===== src/rtl/div5_pkg.sv =====
package div5_pkg;

  // Remainder state; the encoding is the binary remainder value itself.
  typedef enum logic [2:0] {
    RS0 = 3'd0,
    RS1 = 3'd1,
    RS2 = 3'd2,
    RS3 = 3'd3,
    RS4 = 3'd4
  } rem_e;

  // New remainder after appending one dividend bit: (2*r + b) mod 5.
  function automatic rem_e rem_next(rem_e cur, logic b);
    rem_e nxt;
    case (cur)
      RS0:     nxt = b ? RS1 : RS0;
      RS1:     nxt = b ? RS3 : RS2;
      RS2:     nxt = b ? RS0 : RS4;
      RS3:     nxt = b ? RS2 : RS1;
      RS4:     nxt = b ? RS4 : RS3;
      default: nxt = RS0;
    endcase
    return nxt;
  endfunction

  // Quotient bit of the step: set when 2*r + b reaches five.
  function automatic logic quo_bit(rem_e cur, logic b);
    logic q;
    case (cur)
      RS2:     q = b;
      RS3:     q = 1'b1;
      RS4:     q = 1'b1;
      default: q = 1'b0;
    endcase
    return q;
  endfunction

endpackage


===== src/rtl/div5_rst_sync.sv =====
module div5_rst_sync (
  input  logic clk,
  input  logic rst_n,
  output logic rst_sync_n
);

  logic [1:0] sync_q;

  always_ff @(posedge clk or negedge rst_n) begin
    if (!rst_n) begin
      sync_q <= 2'b00;
    end else begin
      sync_q <= {sync_q[0], 1'b1};
    end
  end

  assign rst_sync_n = sync_q[1];

endmodule


===== src/rtl/div5_step.sv =====
module div5_step
  import div5_pkg::*;
(
  input  rem_e cur,
  input  logic bit_i,
  output rem_e nxt,
  output logic q_o
);

  always_comb begin
    nxt = rem_next(cur, bit_i);
    q_o = quo_bit(cur, bit_i);
  end

endmodule


===== src/rtl/div5_ctrl.sv =====
module div5_ctrl #(
  parameter int DW = 13
) (
  input  logic clk,
  input  logic rst_n,
  input  logic load,
  output logic busy,
  output logic done,
  output logic step,
  output logic last
);

  localparam int CW = $clog2(DW + 1);
  localparam logic [CW-1:0] CNT_INIT = CW'(DW);
  localparam logic [CW-1:0] CNT_ONE  = CW'(1);

  logic [CW-1:0] cnt_q, cnt_d;
  logic          busy_q, busy_d;
  logic          done_q, done_d;
  logic          cnt_en;

  always_comb begin
    cnt_d  = cnt_q;
    busy_d = busy_q;
    done_d = 1'b0;
    cnt_en = 1'b0;
    if (load) begin
      cnt_en = 1'b1;
      cnt_d  = CNT_INIT;
      busy_d = 1'b1;
    end else if (busy_q) begin
      cnt_en = 1'b1;
      cnt_d  = cnt_q - CNT_ONE;
      if (cnt_q == CNT_ONE) begin
        busy_d = 1'b0;
        done_d = 1'b1;
      end
    end
  end

  always_ff @(posedge clk or negedge rst_n) begin
    if (!rst_n) begin
      cnt_q  <= '0;
      busy_q <= 1'b0;
      done_q <= 1'b0;
    end else begin
      if (cnt_en) begin
        cnt_q <= cnt_d;
      end
      busy_q <= busy_d;
      done_q <= done_d;
    end
  end

  assign busy = busy_q;
  assign done = done_q;
  assign step = busy_q & ~load;
  assign last = busy_q & ~load & (cnt_q == CNT_ONE);

endmodule


===== src/rtl/div5_datapath.sv =====
module div5_datapath
  import div5_pkg::*;
#(
  parameter int DW = 13,
  parameter int QW = DW - 2
) (
  input  logic          clk,
  input  logic          rst_n,
  input  logic          load,
  input  logic [DW-1:0] dividend,
  input  logic          step,
  input  logic          last,
  output logic [QW-1:0] quotient,
  output logic [2:0]    remainder,
  output logic          rem_zero
);

  logic [DW-1:0] sh_q, sh_d;
  rem_e          st_q, st_d, st_n;
  logic [QW-1:0] qacc_q, qacc_d, qacc_shift;
  logic [QW-1:0] quo_q, quo_d;
  rem_e          rem_q, rem_d;
  logic          zero_q, zero_d;
  logic          qb;
  logic          walk_en;

  div5_step u_step (
    .cur   (st_q),
    .bit_i (sh_q[DW-1]),
    .nxt   (st_n),
    .q_o   (qb)
  );

  // Quotient accumulator shift; the variant depends on the quotient width.
  generate
    if (QW > 1) begin : g_wide
      assign qacc_shift = {qacc_q[QW-2:0], qb};
    end else begin : g_narrow
      assign qacc_shift = qb;
    end
  endgenerate

  always_comb begin
    walk_en = load | step;
    sh_d    = sh_q;
    st_d    = st_q;
    qacc_d  = qacc_q;
    quo_d   = quo_q;
    rem_d   = rem_q;
    zero_d  = zero_q;
    if (load) begin
      sh_d   = dividend;
      st_d   = RS0;
      qacc_d = '0;
    end else if (step) begin
      sh_d   = {sh_q[DW-2:0], 1'b0};
      st_d   = st_n;
      qacc_d = qacc_shift;
      if (last) begin
        quo_d  = qacc_shift;
        rem_d  = st_n;
        zero_d = (st_n == RS0);
      end
    end
  end

  always_ff @(posedge clk or negedge rst_n) begin
    if (!rst_n) begin
      sh_q   <= '0;
      st_q   <= RS0;
      qacc_q <= '0;
    end else if (walk_en) begin
      sh_q   <= sh_d;
      st_q   <= st_d;
      qacc_q <= qacc_d;
    end
  end

  always_ff @(posedge clk or negedge rst_n) begin
    if (!rst_n) begin
      quo_q  <= '0;
      rem_q  <= RS0;
      zero_q <= 1'b1;
    end else if (last) begin
      quo_q  <= quo_d;
      rem_q  <= rem_d;
      zero_q <= zero_d;
    end
  end

  assign quotient  = quo_q;
  assign remainder = rem_q;
  assign rem_zero  = zero_q;

endmodule


===== src/rtl/div5_serial.sv =====
module div5_serial #(
  parameter int DW = 13,
  parameter int QW = DW - 2
) (
  input  logic          clk,
  input  logic          rst_n,
  input  logic          load,
  input  logic [DW-1:0] dividend,
  output logic          busy,
  output logic          done,
  output logic [QW-1:0] quotient,
  output logic [2:0]    remainder,
  output logic          rem_zero
);

  logic rst_sync_n;
  logic step;
  logic last;

  div5_rst_sync u_rst (
    .clk        (clk),
    .rst_n      (rst_n),
    .rst_sync_n (rst_sync_n)
  );

  div5_ctrl #(.DW(DW)) u_ctrl (
    .clk   (clk),
    .rst_n (rst_sync_n),
    .load  (load),
    .busy  (busy),
    .done  (done),
    .step  (step),
    .last  (last)
  );

  div5_datapath #(.DW(DW), .QW(QW)) u_dp (
    .clk       (clk),
    .rst_n     (rst_sync_n),
    .load      (load),
    .dividend  (dividend),
    .step      (step),
    .last      (last),
    .quotient  (quotient),
    .remainder (remainder),
    .rem_zero  (rem_zero)
  );

endmodule


===== config.mk =====
export PLATFORM = sky130hd
export DESIGN_NAME = div5_serial
export DESIGN_NICKNAME = d
export VERILOG_FILES = /design/src/rtl/div5_pkg.sv /design/src/rtl/div5_rst_sync.sv /design/src/rtl/div5_step.sv /design/src/rtl/div5_ctrl.sv /design/src/rtl/div5_datapath.sv /design/src/rtl/div5_serial.sv
export SDC_FILE = /design/constraint.sdc
export NUM_CORES = 1
export LEC_CHECK = 0
export ABC_AREA = 0
export BUFFER_PORTS_ARGS = -buffer_cell sky130_fd_sc_hd__clkbuf_2
export CAP_MARGIN = 20
export CORE_MARGIN = 4
export CORE_UTILIZATION = 47
export DETAILED_ROUTE_END_ITERATION = 6
export GPL_ROUTABILITY_DRIVEN = 0
export HOLD_SLACK_MARGIN = 0.1
export PLACE_DENSITY = 0.75
export SLEW_MARGIN = 25
export SYNTH_ARGS = -nofsm -noshare
export SYNTH_HDL_FRONTEND = slang
export SYNTH_HIERARCHICAL = 1
export SYNTH_SLANG_ARGS = --single-unit

===== constraint.sdc =====
create_clock -name clk -period 4.1 [get_ports clk]
set_clock_uncertainty 0.2 [all_clocks]
set_input_delay 0.41 -clock clk [delete_from_list [all_inputs] [get_ports clk]]
set_output_delay 0.41 -clock clk [all_outputs]
set_load 0.005 [all_outputs]

==> reports/summary.txt <==
antenna-violating nets left: 0
leakage power: 1.30 nW
fmax: 0.437 GHz
CP startpoint kind: flop
synth top area cells: dfrtp_1, mux2i_1, mux2_4, o21ai_0, nor2_1
fin nets: 224
# clock sinks: 49
routed wire length per instance: 14.1 µm
period utilization: 55.8%
Placeable Area: 4440 µm²
#FFs+latches synth: 49
ys async rst share: 100%
router iterations before antenna repair: 4
fin area: 2490 µm²
Initial Utilization: 49.7%
Critical Path RT: 4.09 ns
Synth Area in XOR/XNOR: 0.396%
clock slew at reported path FFs: 0.10 ns
Worst-Skew Late Latency: 0.30 ns
die height: 76.6 µm
top-area cell type share of the netlist area: 54.3%
Pwr Density: 356 nW/µm²
Die Area: 5870 µm²
area leader, netlist: dfrtp_1
GRT Residual Overflow: 0
vias in the first global route: 1291
via-per-instance ratio: 5.14
Critical Path Sink Type: flop
drc violations: 0
share of cells above drive strength 1: 32.4%
cts bufs inserted: 5
Layout Utilization: 56.1%
worst slew pin tran: 0.876 ns
P&R area growth vs syn: 12.7%
Peak VDD IR: 0.160 mV
worst relative slew slack: 41.6%
H-tree level count: 2
worst hold start: dividend[9]
Root Driver: clkbuf_8
routed vias: 1330
crit path time final: 2.29 ns
Seq/Total Area, Yosys: 55.5%
CP Buf/Inv Count: 1
Crit-path slowest cell: dfrtp_1
combinational family with the most area after synthesis: multiplexers
filler instances: 394
met3 Resource Use GR: 3.90%
most common cell in the synthesized netlist: dfrtp_1
WP depth: 6
DRT iter0 DRCs: 90
CTS Buffer Depth: 2
Hold WS: 0.108 ns
Syn Inst Count: 175
Hold EP: u_dp/sh_q[9]
maxcap violations: 0
status: finished, final reports clean
Chip Width: 76.6 µm
GRT busiest layer: met2
worst-path fanout max: 15
area of the multi-input gates: 916 µm²
crit-path max cell delay: 0.41 ns
Diodes inserted: 0
largest net degree at the start of global routing: 50
mux share of post-synthesis cell area: 21.1%
FF-to-FF path depth: 6
hold path cells: 3
register area: 1230 µm²
WP data arrival: 2.27 ns
hold crit path type: input pin to flop
grt met1 use: 17.2%
Synth Area in Simple Gates: 12.6%
gr usage total: 13.1%
setup ws final: 1.81 ns
Post-synth EDFFs: 0
IO buf count: 32
top cells by count, synth: dfrtp_1, mux2i_1, nor2_1, nand2_1, o21ai_0
synthesized net count: 193
RSZ-0062 raised after global routing: no
setup total negative slack: 0 ns
setup bufs post-CTS: 0
final wirelength: 3.66 mm
cell area after synthesis: 2210 µm²
initial antenna violation count: 0
CTS tree: yes
endpoints failing hold: 0
post-synthesis compound-gate area fraction: 5.72%
HPWL after DPL: 2.46 mm
Post-Syn Area per Cell: 12.6 µm²
RR Endpoint: u_dp/quotient[5]
final setup violation count: 0
Synth cell types: 35
setup slack, reg-to-reg: 1.81 ns
row cnt: 24
Adder-Cell Fraction of Synth Area: 1.13%
critical path type: flop to flop
YS warnings: 6
met2 usage in global routing: 20.6%
Slew Viols, Final: 0
Placed Area: 2390 µm²
worst path cell trace: inv_1, ha_1, or3b_4, nor3b_2, nand3b_4, mux2_4
Primary FF master, synth: dfrtp_1
pre-CTS WS: 1.62 ns
global-route wire length before repair: 6.18 mm
Crit path max-delay family: simple AND/OR/NAND/NOR gates
IO Pins: 33
FF-to-FF Start: u_ctrl/cnt_q[1]
placed cells by master (no fill, tap or decap), types with 2 or more instances in the layout:
master / count
mux2_4: 10
mux2_2: 5
nand3b_1: 2
mux2i_1: 26
nand2b_1: 3
clkbuf_2: 32
clkbuf_8: 5
clkinv_4: 2
or3b_1: 2
inv_1: 3
nor2_1: 16
nor3b_2: 2
a21oi_1: 2
ha_1: 2
o21ai_0: 13
nand2_1: 13
dfrtp_1: 47
registers in the layout, summed over array words and instances, names as in the netlist:
register,flops
u_ctrl/done,1
u_ctrl/cnt_q,4
u_dp/remainder,3
u_dp/qacc_q,10
u_rst/sync_q,2
u_dp/sh_q,13
u_dp/quotient,11
u_dp/rem_zero,1
u_dp/st_q,3
u_ctrl/busy,1
worst max path at each step:
stage	from	to	slack [ns]
detailed placement	load	u_dp/quotient[3]	1.62
floorplan	u_ctrl/cnt_q[1]	u_dp/quotient[0]	1.98
CTS	u_ctrl/cnt_q[1]	u_dp/quotient[3]	1.80
global route	u_ctrl/cnt_q[1]	u_dp/quotient[4]	1.76
global placement	load	u_dp/quotient[6]	1.66
finish	u_ctrl/cnt_q[1]	u_dp/quotient[5]	1.81
routing by layer:
metal,wire length [µm],vias up
met5,0,-
met2,1660,25
met4,23,0
met3,158,2
li1,-,666
met1,1810,637
stage by stage:
stage,power [mW],instances
6_report,0.886,259
5_1_grt,0.931,259
4_1_cts,0.897,259
3_5_place_dp,0.609,250
3_3_place_gp,0.606,250
2_1_floorplan,0.587,175
power breakdown:
group          switching (mW)  internal [mW]  total (mW)
combinational          0.0350         0.0357      0.0707
sequential             0.0245          0.504       0.528
clock                   0.166          0.121       0.288
total                   0.226          0.660       0.886
worst reg2reg max path, cell delays in order (launching register included):
cell and delay (ns):
dfrtp_1 0.41, inv_1 0.09, ha_1 0.13, or3b_4 0.40
nor3b_2 0.26, nand3b_4 0.29, mux2_4 0.40
logic make-up (layout without fill, tap and decap cells):
kind of cell               Yosys count  count (layout)
AOI/OAI and AO/OA                   21              21
xor gates and xnor gates             1               1
adders and majority gates            2               2
buffers and inverters               13              45
DFF                                 49              49
muxes                               41              41
other                                1               1
and+or+nand+nor                     47              47
cell type report:
type | count | area share (%)
repair buffers | 34 | 7.13
inverters | 3 | 0.452
clock inverters | 3 | 0.904
multi-input cells | 113 | 36.7
flip-flops and latches | 49 | 49.4
clock buffers | 5 | 2.76
well taps | 52 | 2.61
repair_timing:
item                                    4_1_cts  5_1_grt
resized for setup                             0        0
hold endpoints to repair                      2        0
endpoints found under the setup margin        0        0
hold buffers                                  1        0
Power figures use the tool's default switching activity.
